## src/rtl/utmr_pkg.sv

```systemverilog
package utmr_pkg;
    localparam int DATA_W  = 32;
    localparam int ADDR_W  = 8;
    localparam int CNT_W   = 29;
    localparam int N_TMR   = 4;
    localparam int BIT_EN  = 31;
    localparam int BIT_PER = 30;
    localparam int BIT_CLR = 30;
    localparam int BIT_PND = 30;
    localparam logic [ADDR_W-1:0] OFS_STAT = 8'h04;
    localparam logic [ADDR_W-1:0] PAIR_STEP = 8'h50;
    localparam logic [ADDR_W-1:0] MEMB_STEP = 8'h08;

    typedef struct packed {
        logic             en;
        logic             per;
        logic [CNT_W-1:0] load;
        logic [CNT_W-1:0] cnt;
        logic             pend;
    } chan_st_t;

    // timers come in pairs: pair stride 0x50, member stride 0x08
    function automatic logic [ADDR_W-1:0] chan_base(input int idx);
        logic [ADDR_W-1:0] pair_ofs;
        logic [ADDR_W-1:0] memb_ofs;
        pair_ofs = ((idx / 2) != 0) ? PAIR_STEP : '0;
        memb_ofs = ((idx % 2) != 0) ? MEMB_STEP : '0;
        return pair_ofs + memb_ofs;
    endfunction
endpackage

```

## src/rtl/utmr_decode.sv

```systemverilog
module utmr_decode
    import utmr_pkg::*;
#(
    parameter int NT = N_TMR
) (
    input  logic                 clk,
    input  logic                 rst_n,
    input  logic                 wr_en,
    input  logic [ADDR_W-1:0]    wr_addr,
    input  logic [ADDR_W-1:0]    rd_addr,
    output logic [NT-1:0]        load_wr,
    output logic [NT-1:0]        stat_wr,
    output logic [NT-1:0]        load_rd,
    output logic [NT-1:0]        stat_rd
);
    for (genvar i = 0; i < NT; i++) begin : g_dec
        localparam logic [ADDR_W-1:0] BASE = chan_base(i);
        always_comb begin
            load_wr[i] = wr_en && (wr_addr == BASE);
            stat_wr[i] = wr_en && (wr_addr == BASE + OFS_STAT);
            load_rd[i] = (rd_addr == BASE);
            stat_rd[i] = (rd_addr == BASE + OFS_STAT);
        end
    end

    AST_ONE_WRITE_TARGET: assert property (@(posedge clk) disable iff (!rst_n)
        $onehot0({load_wr, stat_wr}));
    AST_ONE_READ_TARGET: assert property (@(posedge clk) disable iff (!rst_n)
        $onehot0({load_rd, stat_rd}));
endmodule

```

## src/rtl/utmr_chan.sv

```systemverilog
module utmr_chan
    import utmr_pkg::*;
(
    input  logic              clk,
    input  logic              rst_n,
    input  logic              us_tick,
    input  logic              load_wr,
    input  logic              stat_wr,
    input  logic              w_en,
    input  logic              w_per,
    input  logic              w_clr,
    input  logic [CNT_W-1:0]  w_cnt,
    output logic [DATA_W-1:0] load_view,
    output logic [DATA_W-1:0] stat_view,
    output logic              irq
);
    chan_st_t st_d, st_q;
    logic     expire;
    logic     clr_req;

    always_comb begin
        st_d    = st_q;
        expire  = 1'b0;
        clr_req = stat_wr && w_clr;
        if (load_wr) begin
            st_d.en   = w_en;
            st_d.per  = w_per;
            st_d.load = w_cnt;
            st_d.cnt  = w_cnt;
        end else if (us_tick && st_q.en) begin
            if (st_q.cnt == '0) begin
                expire = 1'b1;
                if (st_q.per) begin
                    st_d.cnt = st_q.load;
                end else begin
                    st_d.en = 1'b0;
                end
            end else begin
                st_d.cnt = st_q.cnt - 1'b1;
            end
        end
        if (expire) begin
            st_d.pend = 1'b1;
        end else if (clr_req) begin
            st_d.pend = 1'b0;
        end
    end

    always_ff @(posedge clk or negedge rst_n) begin
        if (!rst_n) begin
            st_q <= '0;
        end else begin
            st_q <= st_d;
        end
    end

    always_comb begin
        load_view = '0;
        load_view[BIT_EN]     = st_q.en;
        load_view[BIT_PER]    = st_q.per;
        load_view[CNT_W-1:0]  = st_q.load;
        stat_view = '0;
        stat_view[BIT_PND]    = st_q.pend;
        stat_view[CNT_W-1:0]  = st_q.cnt;
    end

    assign irq = st_q.pend;

    AST_PEND_HELD: assert property (@(posedge clk) disable iff (!rst_n)
        (st_q.pend && !(stat_wr && w_clr)) |=> st_q.pend);
    AST_COLLIDE_KEEPS: assert property (@(posedge clk) disable iff (!rst_n)
        (!load_wr && us_tick && st_q.en && st_q.cnt == '0) |=> st_q.pend);
    AST_ONESHOT_STOP: assert property (@(posedge clk) disable iff (!rst_n)
        (!load_wr && us_tick && st_q.en && !st_q.per && st_q.cnt == '0)
        |=> (!st_q.en && st_q.cnt == '0));
    AST_PERIOD_RELOAD: assert property (@(posedge clk) disable iff (!rst_n)
        (!load_wr && us_tick && st_q.en && st_q.per && st_q.cnt == '0)
        |=> (st_q.en && st_q.cnt == $past(st_q.load)));
    AST_HOLD_NO_TICK: assert property (@(posedge clk) disable iff (!rst_n)
        (!load_wr && !us_tick) |=> $stable(st_q.cnt));
    AST_IDLE_NO_RAISE: assert property (@(posedge clk) disable iff (!rst_n)
        (!load_wr && !st_q.en && !st_q.pend) |=> !st_q.pend);
endmodule

```

## src/rtl/utmr_rdmux.sv

```systemverilog
module utmr_rdmux
    import utmr_pkg::*;
#(
    parameter int NT = N_TMR
) (
    input  logic [NT-1:0]             load_rd,
    input  logic [NT-1:0]             stat_rd,
    input  logic [NT-1:0][DATA_W-1:0] load_view,
    input  logic [NT-1:0][DATA_W-1:0] stat_view,
    output logic [DATA_W-1:0]         rd_data
);
    always_comb begin
        rd_data = '0;
        for (int i = 0; i < NT; i++) begin
            if (load_rd[i]) rd_data = rd_data | load_view[i];
            if (stat_rd[i]) rd_data = rd_data | stat_view[i];
        end
    end
endmodule

```

## src/rtl/utmr_bank.sv

```systemverilog
module utmr_bank
    import utmr_pkg::*;
(
    input  logic              clk,
    input  logic              rst_n,
    input  logic              us_tick,
    input  logic              wr_en,
    input  logic [7:0]        wr_addr,
    input  logic [31:0]       wr_data,
    input  logic [7:0]        rd_addr,
    output logic [31:0]       rd_data,
    output logic [3:0]        irq
);
    logic [N_TMR-1:0]             load_wr, stat_wr, load_rd, stat_rd;
    logic [N_TMR-1:0][DATA_W-1:0] load_view, stat_view;
    logic                         unused_bit29;

    assign unused_bit29 = wr_data[29];

    utmr_decode #(.NT(N_TMR)) u_dec (
        .clk     (clk),
        .rst_n   (rst_n),
        .wr_en   (wr_en),
        .wr_addr (wr_addr),
        .rd_addr (rd_addr),
        .load_wr (load_wr),
        .stat_wr (stat_wr),
        .load_rd (load_rd),
        .stat_rd (stat_rd)
    );

    for (genvar i = 0; i < N_TMR; i++) begin : g_chan
        utmr_chan u_chan (
            .clk       (clk),
            .rst_n     (rst_n),
            .us_tick   (us_tick),
            .load_wr   (load_wr[i]),
            .stat_wr   (stat_wr[i]),
            .w_en      (wr_data[BIT_EN]),
            .w_per     (wr_data[BIT_PER]),
            .w_clr     (wr_data[BIT_CLR]),
            .w_cnt     (wr_data[CNT_W-1:0]),
            .load_view (load_view[i]),
            .stat_view (stat_view[i]),
            .irq       (irq[i])
        );
    end

    utmr_rdmux #(.NT(N_TMR)) u_rd (
        .load_rd   (load_rd),
        .stat_rd   (stat_rd),
        .load_view (load_view),
        .stat_view (stat_view),
        .rd_data   (rd_data)
    );

    AST_RESET_QUIET: assert property (@(posedge clk) disable iff (!rst_n)
        $rose(rst_n) |-> (irq == '0));
endmodule

```

## config.mk

```make
export PLATFORM = sky130hd
export DESIGN_NAME = utmr_bank
export DESIGN_NICKNAME = d
export VERILOG_FILES = /design/src/rtl/utmr_pkg.sv /design/src/rtl/utmr_decode.sv /design/src/rtl/utmr_chan.sv /design/src/rtl/utmr_rdmux.sv /design/src/rtl/utmr_bank.sv
export SDC_FILE = /design/constraint.sdc
export NUM_CORES = 1
export LEC_CHECK = 0
export BUFFER_PORTS_ARGS = -buffer_cell sky130_fd_sc_hd__clkbuf_2
export CORE_ASPECT_RATIO = 0.6
export CORE_MARGIN = 1
export CORE_UTILIZATION = 25
export DETAILED_ROUTE_END_ITERATION = 8
export PLACE_DENSITY = 0.48
export SLEW_MARGIN = 20
export SYNTH_ARGS = -nofsm -noshare
export SYNTH_HDL_FRONTEND = slang
export SYNTH_SLANG_ARGS = --single-unit
```

## constraint.sdc

```tcl
create_clock -name clk -period 3.2 [get_ports clk]
set_input_delay 0.64 -clock clk [delete_from_list [all_inputs] [get_ports clk]]
set_output_delay 0.64 -clock clk [all_outputs]
set_load 0.03 [all_outputs]
```

==> out/qor.yml <==
status:
  status: "complete, but fails checks"
  violations: "setup timing"
floorplanning:
  die_h_um: 190
  die_w_um: 316
  rows: 68
  die-area_um2: 60000
  ios: 88
  start_util: 0.255
  coreArea_um2: 57900
worst_setup_path:
  r2r-start: "g_chan[3].u_chan.stat_view[0]$_DFFE_PN0P_"
  worstSetupPathType: "primary input to output pin"
  worstSetupEndpointType: "output pin"
  cp_slowest_cell: "a222oi_1"
  startpoint_type: "primary input"
  slowest_delay_ps: 530
  crit_arrival_ps: 2660
  crit_start: "rd_addr[2]"
  crit_fanout: 9
  crit_path_cell_trace: "buf_2 > buf_4 > mux2_2 > a222oi_1 > buf_4 > nand2_1 > clkbuf_2"
  crit_top_cell: "buf_4"
  ff2ff_path_depth: 10
  critPathRequiredTime_ps: 2560
logic_synthesis:
  seq_area_frac_synth: 0.414
  synth_edf_count: 0
  ys_seq_elements: 244
  yosysTopAreaCell: "dfrtp_1"
  synthCells: 1843
  synth_warnings: 0
  synth.avg_cell_area_um2: 8.01
  synthArstFlopShare: 1.00
  netlist_area_um2: 14800
  syn-num-nets: 1899
  synth_top_area_frac: 0.414
  post_synth_num_cell_types: 75
  synth_compound_area_frac: 0.215
  synth_area_leaders: "dfrtp_1 (41%), nand2_1 (12%), o21ai_0 (4.0%)"
  synthAdderAreaFrac: 0.00339
  ys.flop_type: "dfrtp_1"
  synth-xor-area-share: 0.0190
  muxShareOfSynthArea: 0.0305
  yosys.area_share.simple: 0.281
  synth_top_family_by_area: "simple AND/OR/NAND/NOR gates"
cts:
  cts.htree.levels: 1
  cts_tree: "done"
  cts.clk_slew.worst_paths_ps: 70
  cts-root-buf: "clkbuf_16"
  clk_path_buf_depth: 3
  cts_made_buffers: 26
  cts.sinks: 244
  clkLatencyLatePin_ps: 570
power_and_ir_drop:
  seqPwrFrac: 0.365
  peakVddDrop_mv: 0.272
  power_frac_comb: 0.312
  clkPwrFrac: 0.323
  p_sw_mw: 4.22
  p_sw_frac: 0.381
  total_power_mw: 11.1
  p_int_mw: 6.84
  p_leak_nw: 8.78
  power.density_nw_per_um2: 586
detailed_routing:
  drc_errors: 0
  drt-initial-drc-count: 2508
  first_pass_iters: 7
  wl_um: 84100
  ant_nets: 0
  vias: 16617
  viasPerCell: 5.80
  avgRoutedWirePerCell_um: 29.3
placement:
  dp_hpwl_um: 65000
  placed_cell_area_um2: 17600
  dp.cells: 2813
  gp_congestion: 1.08
  place_ws_ps: -155
  port_buffers: 85
min_path:
  hold_path_class: "primary input to asynchronous set/reset pin"
run:
  maxCapViolations: 0
global_route:
  grt_pass1_vias: 15115
  gr-usage-all-layers: 0.277
  antenna_found_initial: 0
  grt_max_degree: 73
  grt_pass1_wl_um: 118000
  grt_overflow_total: 0
timing:
  final-setup-viol-count: 2
  fin_setup_tns_ps: -106
  fin_ws_ps: -101
  fin_crit_sh: 1.03
  tightestPinTransition_ps: 996
  slew_violations: 0
  max_freq_ghz: 0.303
  grt_setup_unrepaired: "yes"
  fin_crit_ps: 3300
  relSlewSlack: 0.332
  finalHoldViolations: 0
  finalClockSkew_ps: 15.9
  whs_ps: 54.5
finish:
  stdcell_count: 2866
  utilization: 0.326
  area.growth.synth_to_final_pct: 27.8
  final_area_um2: 18900
  nets: 2133
  drive_above_1_share: 0.210
  antenna_cells: 0
-- cells in the final DEF, fill, tap and decap left out, drive strengths merged, types with 19 or more instances in the layout --
cell and instances:
buf 258, nor3 74, mux2i 27, o211ai 37
o21ai 120, a221oi 22, nor2 145, a31oi 23
a21oi 55, nand4 26, nor4 41, nand2 468
or3 28, inv 20, nand3 68, a22oi 41
clkbuf 103, dfrtp 244, a222oi 19
-- state kept, by name, summed over array words and instances, names as in the netlist --
name and cells:
g_chan.u_chan.irq 4, g_chan.u_chan.stat_view 116, g_chan.u_chan.load_view 124
-- metal layers --
| layer | wire length, um | track usage |
|---|---|---|
| met5 | 190 | 0.0227 |
| met3 | 12700 | 0.132 |
| met4 | 1940 | 0.0539 |
| met1 | 39700 | 0.426 |
| met2 | 29500 | 0.331 |
-- synth_stat cells, drive strengths merged (5+ instances only) --
cell type and number:
o2bb2ai 5, nand2b 5, dfrtp 244, a211oi 17, a221o 7, a22oi 41, and4 6, nand4 26
o21ai 120, o21a 7, o31ai 15, o211ai 37, a21oi 55, clkbuf 94, or2 7, nand3 68
a221oi 22, and2 8, o311ai 11, nor2 145, inv 20, and3 14, a21o 6, o41ai 7
xor2 17, o22ai 9, nand2 468, mux2 16, or3 28, buf 25, a222oi 19, nor3 74
a22o 13, nor4 41, o221ai 10, a31oi 23, mux2i 27, or4 15, xnor2 15
-- power by group through the flow --
stage	logic [mW]	registers, mW	clock network [mW]
2_1_floorplan	2.08	3.76	0
3_3_place_gp	3.28	4.05	0
3_5_place_dp	3.31	4.05	0
4_1_cts	3.33	4.00	3.61
5_1_grt	3.73	4.07	3.74
6_report	3.45	4.04	3.57
-- cell type report --
cell class / count / area [um^2]
Inverter: 21 / 78.8
Sequential cell: 244 / 6110
Tap cell: 770 / 963
Clock buffer: 36 / 759
Timing Repair Buffer: 325 / 2430
Clock inverter: 11 / 208
Fill cell: 6105 / 39100
Multi-Input combinational cell: 1459 / 8320
-- path summary, 6_finish.rpt --
kind                                                              end  slack [ps]
setup / recovery                                           rd_data[1]        -100
hold / removal             g_chan[0].u_chan.load_view[27]$_DFFE_PN0P_          50
setup reg to reg           g_chan[3].u_chan.stat_view[14]$_DFFE_PN0P_         120
hold reg to reg            g_chan[3].u_chan.load_view[25]$_DFFE_PN0P_         510
max in group asynchronous   g_chan[1].u_chan.load_view[3]$_DFFE_PN0P_        2330
min in group clk           g_chan[2].u_chan.load_view[31]$_DFFE_PN0P_         460
-- what timing repair did --
item / in CTS / in global routing
setup buffers: 5 / 0
hold buffers: 0 / 0
setup endpoints to repair: 15 / 42
cloned: 0 / 1
gates resized for setup: 26 / 67
pin swaps: 4 / 7
-- worst max-delay path, delay by kind of cell --
kind                   cells  cell delay, ps
AOI/OAI and AO/OA          1             530
buffers and inverters      4             930
muxes                      1             410
and+or+nand+nor            1             140
-- kinds of logic after synthesis --
kind of cell,count (synthesis)
compound gates,458
xor+xnor,32
fa+ha+maj,4
buf+inv,140
flops,244
mux,43
other cells,1
simple gates,921
Note: power is estimated with default switching activity, not from simulation.
